<file path="src/rtl/dbg_win_pkg.sv">
package dbg_win_pkg;

   // Window slot indices (byte offset inside the 8-byte window)
   localparam int SLOT_CTL  = 0;
   localparam int SLOT_ADDR = 1;

   // Mask with only the top bit of a byte-wide field set
   function automatic logic [7:0] top_bit_mask();
      return 8'h80;
   endfunction

endpackage

</file>
<file path="src/rtl/dbg_win_decode.sv">
module dbg_win_decode #(
   parameter int          ADDR_W   = 16,
   parameter logic [15:0] WIN_BASE = 16'h0028,
   parameter int          N_BANK   = 4,
   parameter int          SEL_W    = 2,
   parameter int          SLOT_W   = 3
) (
   input  logic [ADDR_W-1:0] addr,
   input  logic [SEL_W-1:0]  bank_sel,
   input  logic              wr_en,
   input  logic              armed,
   output logic              hit,
   output logic [SLOT_W-1:0] slot,
   output logic [N_BANK-1:0] wr_sel
);
   localparam logic [ADDR_W-1:0] BASE_N = ADDR_W'(WIN_BASE);

   logic wr_ok;

   assign hit   = (addr >> SLOT_W) == (BASE_N >> SLOT_W);
   assign slot  = addr[SLOT_W-1:0];
   assign wr_ok = wr_en & hit & ~armed;

   for (genvar b = 0; b < N_BANK; b++) begin : g_sel
      assign wr_sel[b] = wr_ok & (bank_sel == SEL_W'(b));
   end
endmodule

</file>
<file path="src/rtl/dbg_win_bank.sv">
module dbg_win_bank #(
   parameter bit FULL       = 1'b1,
   parameter int DW         = 8,
   parameter int ADDR_BYTES = 3,
   parameter int DATA_BYTES = 2,
   parameter int SLOT_W     = 3
) (
   input  logic                       clk,
   input  logic                       rst_n,
   input  logic                       we,
   input  logic [SLOT_W-1:0]          slot,
   input  logic [DW-1:0]              wdata,
   output logic [DW-1:0]              rd_byte,
   output logic [DW-1:0]              ctl_o,
   output logic [ADDR_BYTES*DW-1:0]   addr_o,
   output logic [DATA_BYTES*DW-1:0]   data_o,
   output logic [DATA_BYTES*DW-1:0]   mask_o
);
   import dbg_win_pkg::*;

   localparam int DATA_SLOT = SLOT_ADDR + ADDR_BYTES;
   localparam int MASK_SLOT = DATA_SLOT + DATA_BYTES;
   localparam logic [DW-1:0] CTL_IMPL =
      FULL ? ~DW'(top_bit_mask()) : {DW{1'b1}};

   logic [DW-1:0] ctl_r;
   logic [DW-1:0] addr_r [ADDR_BYTES];
   logic [DW-1:0] data_rd, mask_rd;

   always_ff @(posedge clk or negedge rst_n) begin
      if (!rst_n)                                    ctl_r <= '0;
      else if (we && slot == SLOT_W'(SLOT_CTL))      ctl_r <= wdata & CTL_IMPL;
   end
   assign ctl_o = ctl_r;

   for (genvar i = 0; i < ADDR_BYTES; i++) begin : g_addr
      always_ff @(posedge clk or negedge rst_n) begin
         if (!rst_n)                                      addr_r[i] <= '0;
         else if (we && slot == SLOT_W'(SLOT_ADDR + i))   addr_r[i] <= wdata;
      end
      assign addr_o[(ADDR_BYTES-1-i)*DW +: DW] = addr_r[i];
   end

   if (FULL) begin : g_full
      logic [DW-1:0] data_r [DATA_BYTES];
      logic [DW-1:0] mask_r [DATA_BYTES];
      for (genvar i = 0; i < DATA_BYTES; i++) begin : g_byte
         always_ff @(posedge clk or negedge rst_n) begin
            if (!rst_n) begin
               data_r[i] <= '0;
               mask_r[i] <= '0;
            end else if (we) begin
               if (slot == SLOT_W'(DATA_SLOT + i)) data_r[i] <= wdata;
               if (slot == SLOT_W'(MASK_SLOT + i)) mask_r[i] <= wdata;
            end
         end
         assign data_o[(DATA_BYTES-1-i)*DW +: DW] = data_r[i];
         assign mask_o[(DATA_BYTES-1-i)*DW +: DW] = mask_r[i];
      end
      always_comb begin
         data_rd = '0;
         mask_rd = '0;
         for (int i = 0; i < DATA_BYTES; i++) begin
            if (slot == SLOT_W'(DATA_SLOT + i)) data_rd = data_r[i];
            if (slot == SLOT_W'(MASK_SLOT + i)) mask_rd = mask_r[i];
         end
      end
   end else begin : g_short
      assign data_o  = '0;
      assign mask_o  = '0;
      assign data_rd = '0;
      assign mask_rd = '0;
   end

   always_comb begin
      rd_byte = data_rd | mask_rd;
      if (slot == SLOT_W'(SLOT_CTL)) rd_byte = ctl_r;
      for (int i = 0; i < ADDR_BYTES; i++)
         if (slot == SLOT_W'(SLOT_ADDR + i)) rd_byte = addr_r[i];
   end
endmodule

</file>
<file path="src/rtl/dbg_win_rdport.sv">
module dbg_win_rdport #(
   parameter int               DW         = 8,
   parameter int               N_BANK     = 4,
   parameter int               SEL_W      = 2,
   parameter int               SLOT_W     = 3,
   parameter int               ADDR_BYTES = 3,
   parameter logic [N_BANK-1:0] FULL_MASK = 4'b0101
) (
   input  logic                 clk,
   input  logic                 rst_n,
   input  logic                 rd_en,
   input  logic                 hit,
   input  logic [SEL_W-1:0]     bank_sel,
   input  logic [SLOT_W-1:0]    slot,
   input  logic [N_BANK*DW-1:0] bank_bytes,
   output logic [DW-1:0]        rdata,
   output logic [DW-1:0]        rd_void
);
   import dbg_win_pkg::*;

   logic          sel_full;
   logic [DW-1:0] void_n, data_n;

   assign sel_full = FULL_MASK[bank_sel];

   always_comb begin
      data_n = hit ? bank_bytes[bank_sel*DW +: DW] : '0;
      void_n = '0;
      if (!hit)
         void_n = '1;
      else if (sel_full && slot == SLOT_W'(SLOT_CTL))
         void_n = DW'(top_bit_mask());
      else if (!sel_full && slot >= SLOT_W'(SLOT_ADDR + ADDR_BYTES))
         void_n = '1;
   end

   always_ff @(posedge clk or negedge rst_n) begin
      if (!rst_n) begin
         rdata   <= '0;
         rd_void <= '0;
      end else if (rd_en) begin
         rdata   <= data_n;
         rd_void <= void_n;
      end else begin
         rdata   <= '0;
         rd_void <= '0;
      end
   end
endmodule

</file>
<file path="src/rtl/dbg_cmp_window.sv">
module dbg_cmp_window #(
   parameter int               ADDR_W     = 16,
   parameter logic [15:0]      WIN_BASE   = 16'h0028,
   parameter int               DW         = 8,
   parameter int               N_BANK     = 4,
   parameter int               ADDR_BYTES = 3,
   parameter int               DATA_BYTES = 2,
   parameter logic [N_BANK-1:0] FULL_MASK = 4'b0101,
   localparam int              SEL_W      = $clog2(N_BANK),
   localparam int              N_SLOT     = 1 + ADDR_BYTES + 2*DATA_BYTES,
   localparam int              SLOT_W     = $clog2(N_SLOT)
) (
   input  logic                              clk,
   input  logic                              rst_n,
   input  logic                              armed,
   input  logic [SEL_W-1:0]                  bank_sel,
   input  logic                              rd_en,
   input  logic                              wr_en,
   input  logic [ADDR_W-1:0]                 addr,
   input  logic [DW-1:0]                     wdata,
   output logic [DW-1:0]                     rdata,
   output logic [DW-1:0]                     rd_void,
   output logic [N_BANK*DW-1:0]              ctl_q,
   output logic [N_BANK*ADDR_BYTES*DW-1:0]   addr_q,
   output logic [N_BANK*DATA_BYTES*DW-1:0]   data_q,
   output logic [N_BANK*DATA_BYTES*DW-1:0]   mask_q
);
   if (N_SLOT != (1 << SLOT_W)) begin : g_bad_slots
      $error("window slot count must be a power of two");
   end
   if (WIN_BASE % N_SLOT != 0) begin : g_bad_base
      $error("window base must be aligned to the window size");
   end
   if (ADDR_W > 16 || ADDR_W <= SLOT_W) begin : g_bad_aw
      $error("address width out of range");
   end

   logic                 hit;
   logic [SLOT_W-1:0]    slot;
   logic [N_BANK-1:0]    wr_sel;
   logic [N_BANK*DW-1:0] bank_bytes;

   dbg_win_decode #(
      .ADDR_W(ADDR_W), .WIN_BASE(WIN_BASE), .N_BANK(N_BANK),
      .SEL_W(SEL_W), .SLOT_W(SLOT_W)
   ) u_dec (
      .addr(addr), .bank_sel(bank_sel), .wr_en(wr_en), .armed(armed),
      .hit(hit), .slot(slot), .wr_sel(wr_sel)
   );

   for (genvar b = 0; b < N_BANK; b++) begin : g_bank
      dbg_win_bank #(
         .FULL(FULL_MASK[b]), .DW(DW), .ADDR_BYTES(ADDR_BYTES),
         .DATA_BYTES(DATA_BYTES), .SLOT_W(SLOT_W)
      ) u_bank (
         .clk(clk), .rst_n(rst_n), .we(wr_sel[b]), .slot(slot),
         .wdata(wdata),
         .rd_byte(bank_bytes[b*DW +: DW]),
         .ctl_o(ctl_q[b*DW +: DW]),
         .addr_o(addr_q[b*ADDR_BYTES*DW +: ADDR_BYTES*DW]),
         .data_o(data_q[b*DATA_BYTES*DW +: DATA_BYTES*DW]),
         .mask_o(mask_q[b*DATA_BYTES*DW +: DATA_BYTES*DW])
      );
   end

   dbg_win_rdport #(
      .DW(DW), .N_BANK(N_BANK), .SEL_W(SEL_W), .SLOT_W(SLOT_W),
      .ADDR_BYTES(ADDR_BYTES), .FULL_MASK(FULL_MASK)
   ) u_rd (
      .clk(clk), .rst_n(rst_n), .rd_en(rd_en), .hit(hit),
      .bank_sel(bank_sel), .slot(slot), .bank_bytes(bank_bytes),
      .rdata(rdata), .rd_void(rd_void)
   );
endmodule

</file>
<file path="config.mk">
export PLATFORM = sky130hd
export DESIGN_NAME = dbg_cmp_window
export DESIGN_NICKNAME = d
export VERILOG_FILES = /design/src/rtl/dbg_win_pkg.sv /design/src/rtl/dbg_win_decode.sv /design/src/rtl/dbg_win_bank.sv /design/src/rtl/dbg_win_rdport.sv /design/src/rtl/dbg_cmp_window.sv
export SDC_FILE = /design/constraint.sdc
export NUM_CORES = 1
export LEC_CHECK = 0
export ABC_AREA = 1
export CAP_MARGIN = 15
export CORE_ASPECT_RATIO = 0.8
export CORE_MARGIN = 2
export CORE_UTILIZATION = 52
export DETAILED_ROUTE_END_ITERATION = 7
export HOLD_SLACK_MARGIN = 0.03
export PLACE_DENSITY_LB_ADDON = 0.05
export SYNTH_ARGS = -nofsm -noshare
export SYNTH_HDL_FRONTEND = slang
export SYNTH_SLANG_ARGS = --single-unit
</file>
<file path="constraint.sdc">
create_clock -name clk -period 1.65 [get_ports clk]
set_input_delay 0.165 -clock clk [delete_from_list [all_inputs] [get_ports clk]]
set_output_delay 0.165 -clock clk [all_outputs]
set_load 0.02 [all_outputs]
</file>
### Word-level counts from Yosys, hierarchy flattened

Cells that the tools add are included.

* mux-type cells: 32
* shifts and indexed selects: 1
* order comparisons: 2
* equal/unequal tests: 11
* bitwise gates (word level): 9
* reductions and logical operators: 29

Operator list (count)
* $mux W8: 30
* $shiftx A32 B6 Y8: 1
* $logic_and A1 B1 Y1: 18
* $or A8 B8 Y8: 2
* $reduce_and A2 Y1: 8
* $eq A13 B3 Y1 const B: 1
* $eq A3 B3 Y1 const B: 4
* $and A1 B1 Y1: 6
* $eq A3 B2 Y1 const B: 2
* $eq A2 B2 Y1 const B: 2
* $eq A3 B1 Y1 const B: 1
* $ge A3 B3 Y1 const B: 1
* $logic_not A3 Y1: 1
* $lt A2 B3 Y1 const B: 1
* $bmux W1 S2: 1
* $eq A2 B1 Y1 const B: 1
* $logic_not A2 Y1: 1
* $logic_not A1 Y1: 1
* $mux W1: 1
* $not A1 Y1: 1

* register bits after elaboration: 206
* input port bits: 31
* output and inout port bits: 272
* logic and storage cells: 110

### Depth between registers and ports, before layout

Gate-level depths: netlist of run 1.

* depth after elaboration: 11
* gate-level depth with buffers: 12
* gate-level depth less buffers: 11

### Hierarchy

From an unflattened synthesis of run 1, not the netlist that was laid out.

* cells, all modules: 1309
* area, all modules: 10516.3 sq um

Modules (own cells, without submodules)
* dbg_win_bank (g_bank[0].u_bank ...): times used 2, seq. area each 1576.5 sq um, area each 2965.3 sq um, cells an instance 359
* dbg_win_bank (g_bank[1].u_bank ...): times used 2, seq. area each 800.8 sq um, area each 1853.0 sq um, cells an instance 222
* dbg_win_rdport: times used 1, seq. area each 250.2 sq um, area each 744.5 sq um, cells an instance 118
* dbg_win_decode: times used 1, seq. area each 0.0 sq um, area each 135.1 sq um, cells an instance 29

### Worst setup path after synthesis of run 1

OpenSTA, ideal clock, no wires.

* kind: input -> register
* start: input addr[14]
* end: register g_bank[2].u_bank.ctl_r[5]
* stages on the path: 9
* data arrival time: 1415 ps
* slack: 104 ps
* buffers on the path: 1
* data required time: 1518 ps
* cells stage by stage: nor2_1 -> nand2_1 -> nor2_4 -> nand4_4 -> nor2_8 -> nand2_4 -> buf_2 -> nand2_1 -> o21ai_1

* cells in the longest elaborated chain, start to end: 5

RTL lines
* from (decl): line dbg_cmp_window.sv:19 `input logic [ADDR_W-1:0] addr,`
* $eq A13 B3 Y1: line dbg_win_decode.sv:20 `assign hit = (addr >> SLOT_W) == (BASE_N >> SLOT_W);`
* $and A1 B1 Y1 (2 in series): line dbg_win_decode.sv:22 `assign wr_ok = wr_en & hit & ~armed;`
* $and A1 B1 Y1: line dbg_win_decode.sv:25 `assign wr_sel[b] = wr_ok & (bank_sel == SEL_W'(b));`
* $logic_and A1 B1 Y1: line dbg_win_bank.sv:32 `else if (we && slot == SLOT_W'(SLOT_CTL)) ctl_r <= wdata & CTL_IMPL;`
* to (signal assigned): line dbg_win_bank.sv:32
* to (decl): line dbg_win_bank.sv:26 `logic [DW-1:0] ctl_r;`

Every way passes these cells.
A chain may end at the register's enable or synchronous reset.

### Worst setup path in the final report of run 1

* start: register g_bank[2].u_bank.addr_r, in the netlist g_bank[2].u_bank.addr_o[2]
* end: output addr_q[50]

RTL lines
* from (decl): line dbg_win_bank.sv:27 `logic [DW-1:0] addr_r [ADDR_BYTES];`
* from (signal, indexed assignment): line dbg_win_bank.sv:39 `else if (we && slot == SLOT_W'(SLOT_ADDR + i)) addr_r[i] <= wdata;`
* to (decl): line dbg_cmp_window.sv:24 `output logic [N_BANK*ADDR_BYTES*DW-1:0] addr_q,`

No word-level cell between the ends.

==> results of run 1 <==
-- how the worst max path moves through the flow --
| stage | from | endpoint | slack (ns) | depth (start not counted) |
|---|---|---|---|---|
| after floorplan | addr[14] | g_bank[2].u_bank.ctl_o[5] | 0.10 | 9 |
| after global routing | addr[8] | g_bank[1].u_bank.addr_o[9] | -0.04 | 10 |
| after CTS | g_bank[0].u_bank.addr_o[15] | addr_q[15] | 0.0005 | 1 |
| final | g_bank[2].u_bank.addr_o[2] | addr_q[50] | 0.003 | 1 |
| after global placement | addr[0] | u_rd.rdata[1] | -0.53 | 11 |
| after detailed placement | addr[0] | u_rd.rdata[1] | -0.57 | 11 |
-- registers in the layout (all words and copies together) (netlist names) --
register / cells
u_rd.rdata: 8
g_bank.u_bank.data_o: 32
g_bank.u_bank.addr_o: 96
g_bank.u_bank.ctl_o: 30
g_bank.u_bank.mask_o: 32
u_rd.rd_void: 2
-- report_power, final --
group	switching [W]	internal (W)
logic	0.000690	0.000322
clock network	0.00197	0.00201
registers	0.00000223	0.00490
-- through the flow --
stage | util, % | cells | hold WS [ns]
2_1_floorplan | - | 1336 | -0.131
3_3_place_gp | 68.6 | 1776 | 0.0679
3_5_place_dp | 68.6 | 1776 | 0.0678
4_1_cts | 71.5 | 1812 | 0.164
5_1_grt | 72.9 | 1812 | 0.174
6_report | 72.9 | 1812 | 0.177
-- layout make-up --
| cell class | count | area [µm²] |
|---|---|---|
| Multi-Input combinational cell | 903 | 4140 |
| Inverter | 95 | 360 |
| Sequential cell | 200 | 5000 |
| Fill cell | 1499 | 5170 |
| Clock inverter | 12 | 115 |
| Timing Repair Buffer | 326 | 3540 |
| Tap cell | 258 | 323 |
| Clock buffer | 18 | 439 |
-- Yosys cell counts, drive strengths merged --
library cell	n	share of area [%]
o22ai	1	0.061
buf	112	8.5
or2	12	0.74
o211ai	1	0.074
inv	95	3.5
clkbuf	26	0.96
nor3	1	0.16
o21ai	202	9.9
a21oi	9	0.44
nand4	33	2.2
o21bai	2	0.15
nand3b	4	0.29
nand3	44	2.3
and2	1	0.061
nor2	88	3.9
nand2	438	18
dfrtp	200	49
o31ai	1	0.074
conb	1	0.037
-- cells by family (layout without fill, tap and decap cells) --
group	Yosys count	count (layout)	synth area share, %
simple gates	621	621	27.3
other cells	1	66	0.0368
flops	200	200	49.1
compound gates	216	216	10.7
buf+inv	233	451	12.9
-- routing by layer --
metal	global-route usage, %	wire length (µm)	part of all wire [%]
met2	49.2	14800	44
met3	7.81	3580	11
met1	47.8	14600	43
met4	10.3	784	2.3
met5	0	18	0.053
-- timing repair --
item,4_1_cts,5_1_grt
hold buffers,1,0
resized for setup,45,105
setup buffers,5,0
hold endpoints to repair,200,0
setup endpoints to repair,48,128
-- worst reg2reg max path, cell delays in order (launching register included) --
cell and delay [ns]:
dfrtp_1 0.41, nand3_1 0.11, nand3_1 0.12, o21ai_0 0.22
nand3_1 0.11, nor2_1 0.18, nor2_1 0.07
==> results.sh, run 1 <==
export IMPL_synth_seq_area_share_pct=49.1
export IMPL_track_usage_pct=32.9
export IMPL_vias_per_cell=5.32
export IMPL_hold_violations=0
export IMPL_setup_ws_ns=0.00282
export IMPL_status="complete, no violations"
export IMPL_worstSetupEndpointType="output port"
export IMPL_hpwl_um=24400
export IMPL_drc_errors=0
export IMPL_antenna_found_initial=1
export IMPL_drtAntennaViolNets=0
export IMPL_drt_pass1_iter_count=6
export IMPL_drv_slew=0
export IMPL_antennaDiodeCount=0
export IMPL_wl_um=33800
export IMPL_drtIter0Drc=1035
export IMPL_reg2reg_depth=6
export IMPL_clock_root_buffer="clkbuf_16"
export IMPL_drive_gt1_share_pct=11.4
export IMPL_setup_tns_final_ns=0
export IMPL_io_buffer_count=236
export IMPL_worstReg2RegStart="g_bank[2].u_bank.data_o[8]"
export IMPL_synth_avg_cell_area_um2=8.02
export IMPL_ir_drop_v=0.000609
export IMPL_path_class="flip-flop to output port"
export IMPL_numCtsBuffers=17
export IMPL_finalInstanceArea_um2=13900
export IMPL_cts_max_path_buffers=2
export IMPL_worstPathArrival_ns=1.48
export IMPL_ys_seq_elements=200
export IMPL_path_buf_inv=1
export IMPL_rr_endpoint="u_rd.rdata[0]"
export IMPL_finalPower_w=0.00989
export IMPL_nets=1574
export IMPL_die_area_um2=20800
export IMPL_leakage_nw=8.57
export IMPL_clock_fmax_mhz=607
export IMPL_insertion_delay_ns=0.44
export IMPL_setup_viol=0
export IMPL_rrSetupSlack_ns=0.31
export IMPL_critPathMaxStageDelay_ns=0.63
export IMPL_pre_cts_ws_ns=-0.574
export IMPL_rows=45
export IMPL_grt_setup_unrepaired="yes"
export IMPL_mostFrequentLayoutCell="nand2_1"
export IMPL_min_period_ns=1.65
export IMPL_critPathTopFamily="buffers and inverters"
export IMPL_detail_route_wl_per_cell_um=18.6
export IMPL_grt_pass1_vias=8969
export IMPL_pin_count=303
export IMPL_netlist_area_um2=10200
export IMPL_area_delta_synth_final_pct=36.5
export IMPL_num_vias=9639
export IMPL_tritoncts="yes"
export IMPL_syn_inst=1271
export IMPL_dieHeight_um=129
export IMPL_hp_class="primary input to asynchronous set/reset pin"
export IMPL_start_kind="flip-flop"
export IMPL_power_density_nw_per_um2=711
export IMPL_cp_data_required_time_ns=1.48
export IMPL_grt_max_degree=58
export IMPL_placed_cell_area_um2=13100
export IMPL_synth_warnings=0
export IMPL_clock_skew_ns=0.00708
export IMPL_finalCritPeriodShare_pct=99.8
export IMPL_start_util_pct=53.4
export IMPL_layout_common_cells="415 x nand2_1, 200 x dfrtp_1, 149 x o21ai_1"
export IMPL_clk_pin_slew_worst_paths_ns=0.07
export IMPL_die_w_um=161
export IMPL_grt_overflow=0
export IMPL_ctsHtreeMaxLevel=4
export IMPL_synth_cell_types=31
export IMPL_cts_sinks=200
export IMPL_gp_congestion=0.924
export IMPL_critical_path_peak_fanout=3
export IMPL_crit_chain="clkdlybuf4s50_1"
export IMPL_coreArea_um2=19100
export IMPL_crit_slowest_cell="clkdlybuf4s50_1"
export IMPL_cap_violations=0
export IMPL_grt_pass1_wl_um=51700
Power figures use the tool's default switching activity.
==> run 2, diff against run 1 <==
--- a/config.mk
+++ b/config.mk
@@ -5,12 +5,13 @@
 export SDC_FILE = /design/constraint.sdc
 export NUM_CORES = 1
 export LEC_CHECK = 0
-export ABC_AREA = 1
 export CAP_MARGIN = 15
 export CORE_ASPECT_RATIO = 0.8
 export CORE_MARGIN = 2
-export CORE_UTILIZATION = 52
+export CORE_UTILIZATION = 60
+export CTS_CLUSTER_DIAMETER = 200
 export DETAILED_ROUTE_END_ITERATION = 7
+export DONT_BUFFER_PORTS = 1
 export HOLD_SLACK_MARGIN = 0.03
 export PLACE_DENSITY_LB_ADDON = 0.05
 export SYNTH_ARGS = -nofsm -noshare
==> results.sh, run 2 <==
export IMPL_dieHeight_um=119
export IMPL_num_vias=7212
export IMPL_setup_tns_final_ns=0
export IMPL_cp_data_required_time_ns=1.93
export IMPL_cts_sinks=200
export IMPL_insertion_delay_ns=0.45
export IMPL_hpwl_um=21200
export IMPL_status="complete, but fails checks"
export IMPL_mostFrequentLayoutCell="dfrtp_1"
export IMPL_synth_area_leaders="dfrtp_1 50%, mux2_2 23%, buf_4 5.6%, mux4_2 3.2%, mux2i_1 2.0%"
export IMPL_pwr_share_comb_pct=5.8
export IMPL_detail_route_wl_per_cell_um=26.1
export IMPL_vias_per_cell=6.10
export IMPL_synth_avg_cell_area_um2=12.8
export IMPL_path_class="flip-flop to flip-flop"
export IMPL_hp_class="primary input to asynchronous set/reset pin"
export IMPL_synth_warnings=0
export IMPL_setup_viol=0
export IMPL_die_w_um=148
export IMPL_largest_reg_flops=96
export IMPL_synth_top_area_share_pct=50.1
export IMPL_track_usage_pct=35.4
export IMPL_pwr_share_clk_pct=45.6
export IMPL_nets=979
export IMPL_synth_seq_area_share_pct=50.1
export IMPL_netlist_area_um2=9990
export IMPL_power_density_nw_per_um2=815
export IMPL_hold_violations=200
export IMPL_die_area_um2=17700
export IMPL_grt_overflow=0
export IMPL_grt_max_degree=201
export IMPL_clock_root_buffer="clkbuf_16"
export IMPL_holdWs_ns=-0.589
export IMPL_antenna_found_initial=1
export IMPL_drive_gt1_share_pct=50.4
export IMPL_min_period_ns=1.64
export IMPL_p_sw_share_pct=24.2
export IMPL_tritoncts="yes"
export IMPL_layout_common_cells="199 x dfrtp_1, 186 x mux2_2, 186 x buf_4"
export IMPL_worstSetupEndpointType="flip-flop"
export IMPL_drt_pass1_iter_count=5
export IMPL_coreArea_um2=16400
export IMPL_syn_inst=778
export IMPL_clk_pin_slew_worst_paths_ns=0.08
export IMPL_rows=42
export IMPL_critPathMaxStageDelay_ns=0.41
export IMPL_hold_buffers=13
export IMPL_drc_errors=0
export IMPL_critical_path_peak_fanout=2
export IMPL_clock_fmax_mhz=611
export IMPL_pwr_share_seq_pct=48.6
export IMPL_pin_count=303
export IMPL_placed_cell_area_um2=11500
export IMPL_tightest_slew_ns=1.15
export IMPL_crit_slowest_cell="a2111oi_0"
export IMPL_synth_cell_types=54
export IMPL_cap_violations=0
export IMPL_placed_cells=1136
export IMPL_p_int_w=0.00764
export IMPL_synth_edf_count=0
export IMPL_crit_path_start="g_bank[0].u_bank.addr_o[12]"
export IMPL_async_flop_share_pct=100
export IMPL_pre_cts_ws_ns=-0.533
export IMPL_wl_um=30900
export IMPL_io_buffer_count=0
export IMPL_cts_max_path_buffers=2
export IMPL_regArea_um2=5010
export IMPL_clock_skew_ns=0.00710
export IMPL_fillers=1102
export IMPL_rrSetupSlack_ns=0.01
export IMPL_setup_worst_path_end="u_rd.rdata[4]"
export IMPL_gp_congestion=0.861
export IMPL_worstReg2RegStart="g_bank[0].u_bank.addr_o[12]"
export IMPL_numCtsBuffers=17
export IMPL_ys_seq_elements=200
export IMPL_ir_drop_v=0.000756
export IMPL_switchingPower_w=0.00244
export IMPL_worstPathArrival_ns=1.92
export IMPL_ys_flop_type="dfrtp_1"
export IMPL_multi_input_area_um2=4670
export IMPL_fin_cells=1182
export IMPL_drtAntennaViolNets=0
export IMPL_ctsHtreeMaxLevel=4
export IMPL_reg2reg_depth=4
export IMPL_start_util_pct=60.9
export IMPL_area_delta_synth_final_pct=23.8
export IMPL_finalCritPeriodShare_pct=99.1
export IMPL_drv_slew=0
export IMPL_yosysTopAreaCell="dfrtp_1"
export IMPL_yosysMostFrequentCell="mux2_2"
export IMPL_setup_ws_ns=0.0142
export IMPL_synthTopCellsByCount="202 x mux2_2, 200 x dfrtp_1, 74 x buf_4"
export IMPL_grt_pass1_wl_um=46100
export IMPL_postCtsSetupBuffers=0
export IMPL_rr_endpoint="u_rd.rdata[4]"
export IMPL_crit_chain="mux4_2, nor3_1, or3_1, a2111oi_0"
export IMPL_grt_pass1_vias=7296
export IMPL_start_kind="flip-flop"
export IMPL_finalInstanceArea_um2=12400
export IMPL_maxSlewHeadroom_pct=23.3
export IMPL_failed_checks="negative hold slack"
export IMPL_drtIter0Drc=523
export IMPL_leakage_nw=6.35
run 2: changes by cell type in the layout (fill, tap and decap cells not counted), moves of 33 or more:
cell / before / now
dlymetal6s2s_1: 101 / 0
nand2_1: 415 / 22
o21ai_0: 53 / 20
inv_1: 90 / 5
nand3_1: 40 / 3
clkdlybuf4s50_1: 90 / 0
mux2_2: 0 / 186
dlygate4sd2_1: 44 / 0
o21ai_1: 149 / 0
buf_4: 64 / 186
nor2_1: 77 / 22
run 2: worst min-delay path by stage:
| stage | to | slack [ns] | depth (start not counted) |
|---|---|---|---|
| floorplan | g_bank[0].u_bank.addr_o[0] | -0.13 | 0 |
| global placement | g_bank[0].u_bank.addr_o[16] | -0.13 | 0 |
| detailed placement | g_bank[0].u_bank.addr_o[18] | -0.13 | 0 |
| CTS | g_bank[0].u_bank.addr_o[18] | -0.60 | 0 |
| global route | g_bank[0].u_bank.addr_o[18] | -0.61 | 0 |
| finish | g_bank[0].u_bank.mask_o[7] | -0.59 | 0 |
run 2: logic make-up (layout without fill, tap and decap cells):
group | after synthesis | after routing | synth area share (%)
other | 1 | 67 | 0.0375
buffers and inverters | 129 | 247 | 7.77
flip-flops | 200 | 200 | 50.1
AND/OR/NAND/NOR | 112 | 112 | 7.28
multiplexers | 238 | 238 | 28.2
AO/OA/AOI/OAI | 98 | 98 | 6.64
run 2: through the flow:
stage               total power (W)  hold WS, ns  utilization [%]
finish                       0.0101       -0.589             75.4
floorplan                   0.00557       -0.131                -
detailed placement          0.00544       -0.127             70.2
global route                 0.0103       -0.611             75.4
CTS                          0.0101       -0.601             75.2
global placement            0.00543       -0.126             70.2
run 2: what timing repair did:
action	CTS	global route
endpoints found under the hold margin	397	200
cloned	0	0
resized for setup	9	7
endpoints found under the setup margin	4	5
pin swaps	0	0
run 2: critical path: cells and delay by family (launching register included):
| family | cells | cell delay (ns) |
|---|---|---|
| multiplexers | 1 | 0.24 |
| flip-flops | 1 | 0.37 |
| AND/OR/NAND/NOR | 2 | 0.45 |
| AO/OA/AOI/OAI | 1 | 0.41 |
run 2: area by class of cell:
type	count	share of cell area [%]
clock inverters	15	1.76
repair buffers	210	14.1
diodes	1	0.0202
clock buffers	17	3.44
multi-input cells	514	37.8
flip-flops and latches	200	40.5
inverters	5	0.152
well taps	220	2.23
run 2: per-layer routing:
layer / vias to the layer above / GRT usage, % / share of wire, %
met5: - / 0 / 0
met4: 0 / 10.8 / 2.6
met3: 53 / 13.0 / 11
met2: 347 / 54.6 / 47
met1: 3756 / 47.3 / 40
li1: 3056 / - / -
run 2: power groups by stage:
stage / registers, W / logic, W / clock network, W
floorplan: 0.00500 / 0.000568 / 0
finish: 0.00490 / 0.000583 / 0.00459
detailed placement: 0.00500 / 0.000436 / 0
global placement: 0.00500 / 0.000434 / 0
CTS: 0.00490 / 0.000565 / 0.00461
global route: 0.00490 / 0.000612 / 0.00482
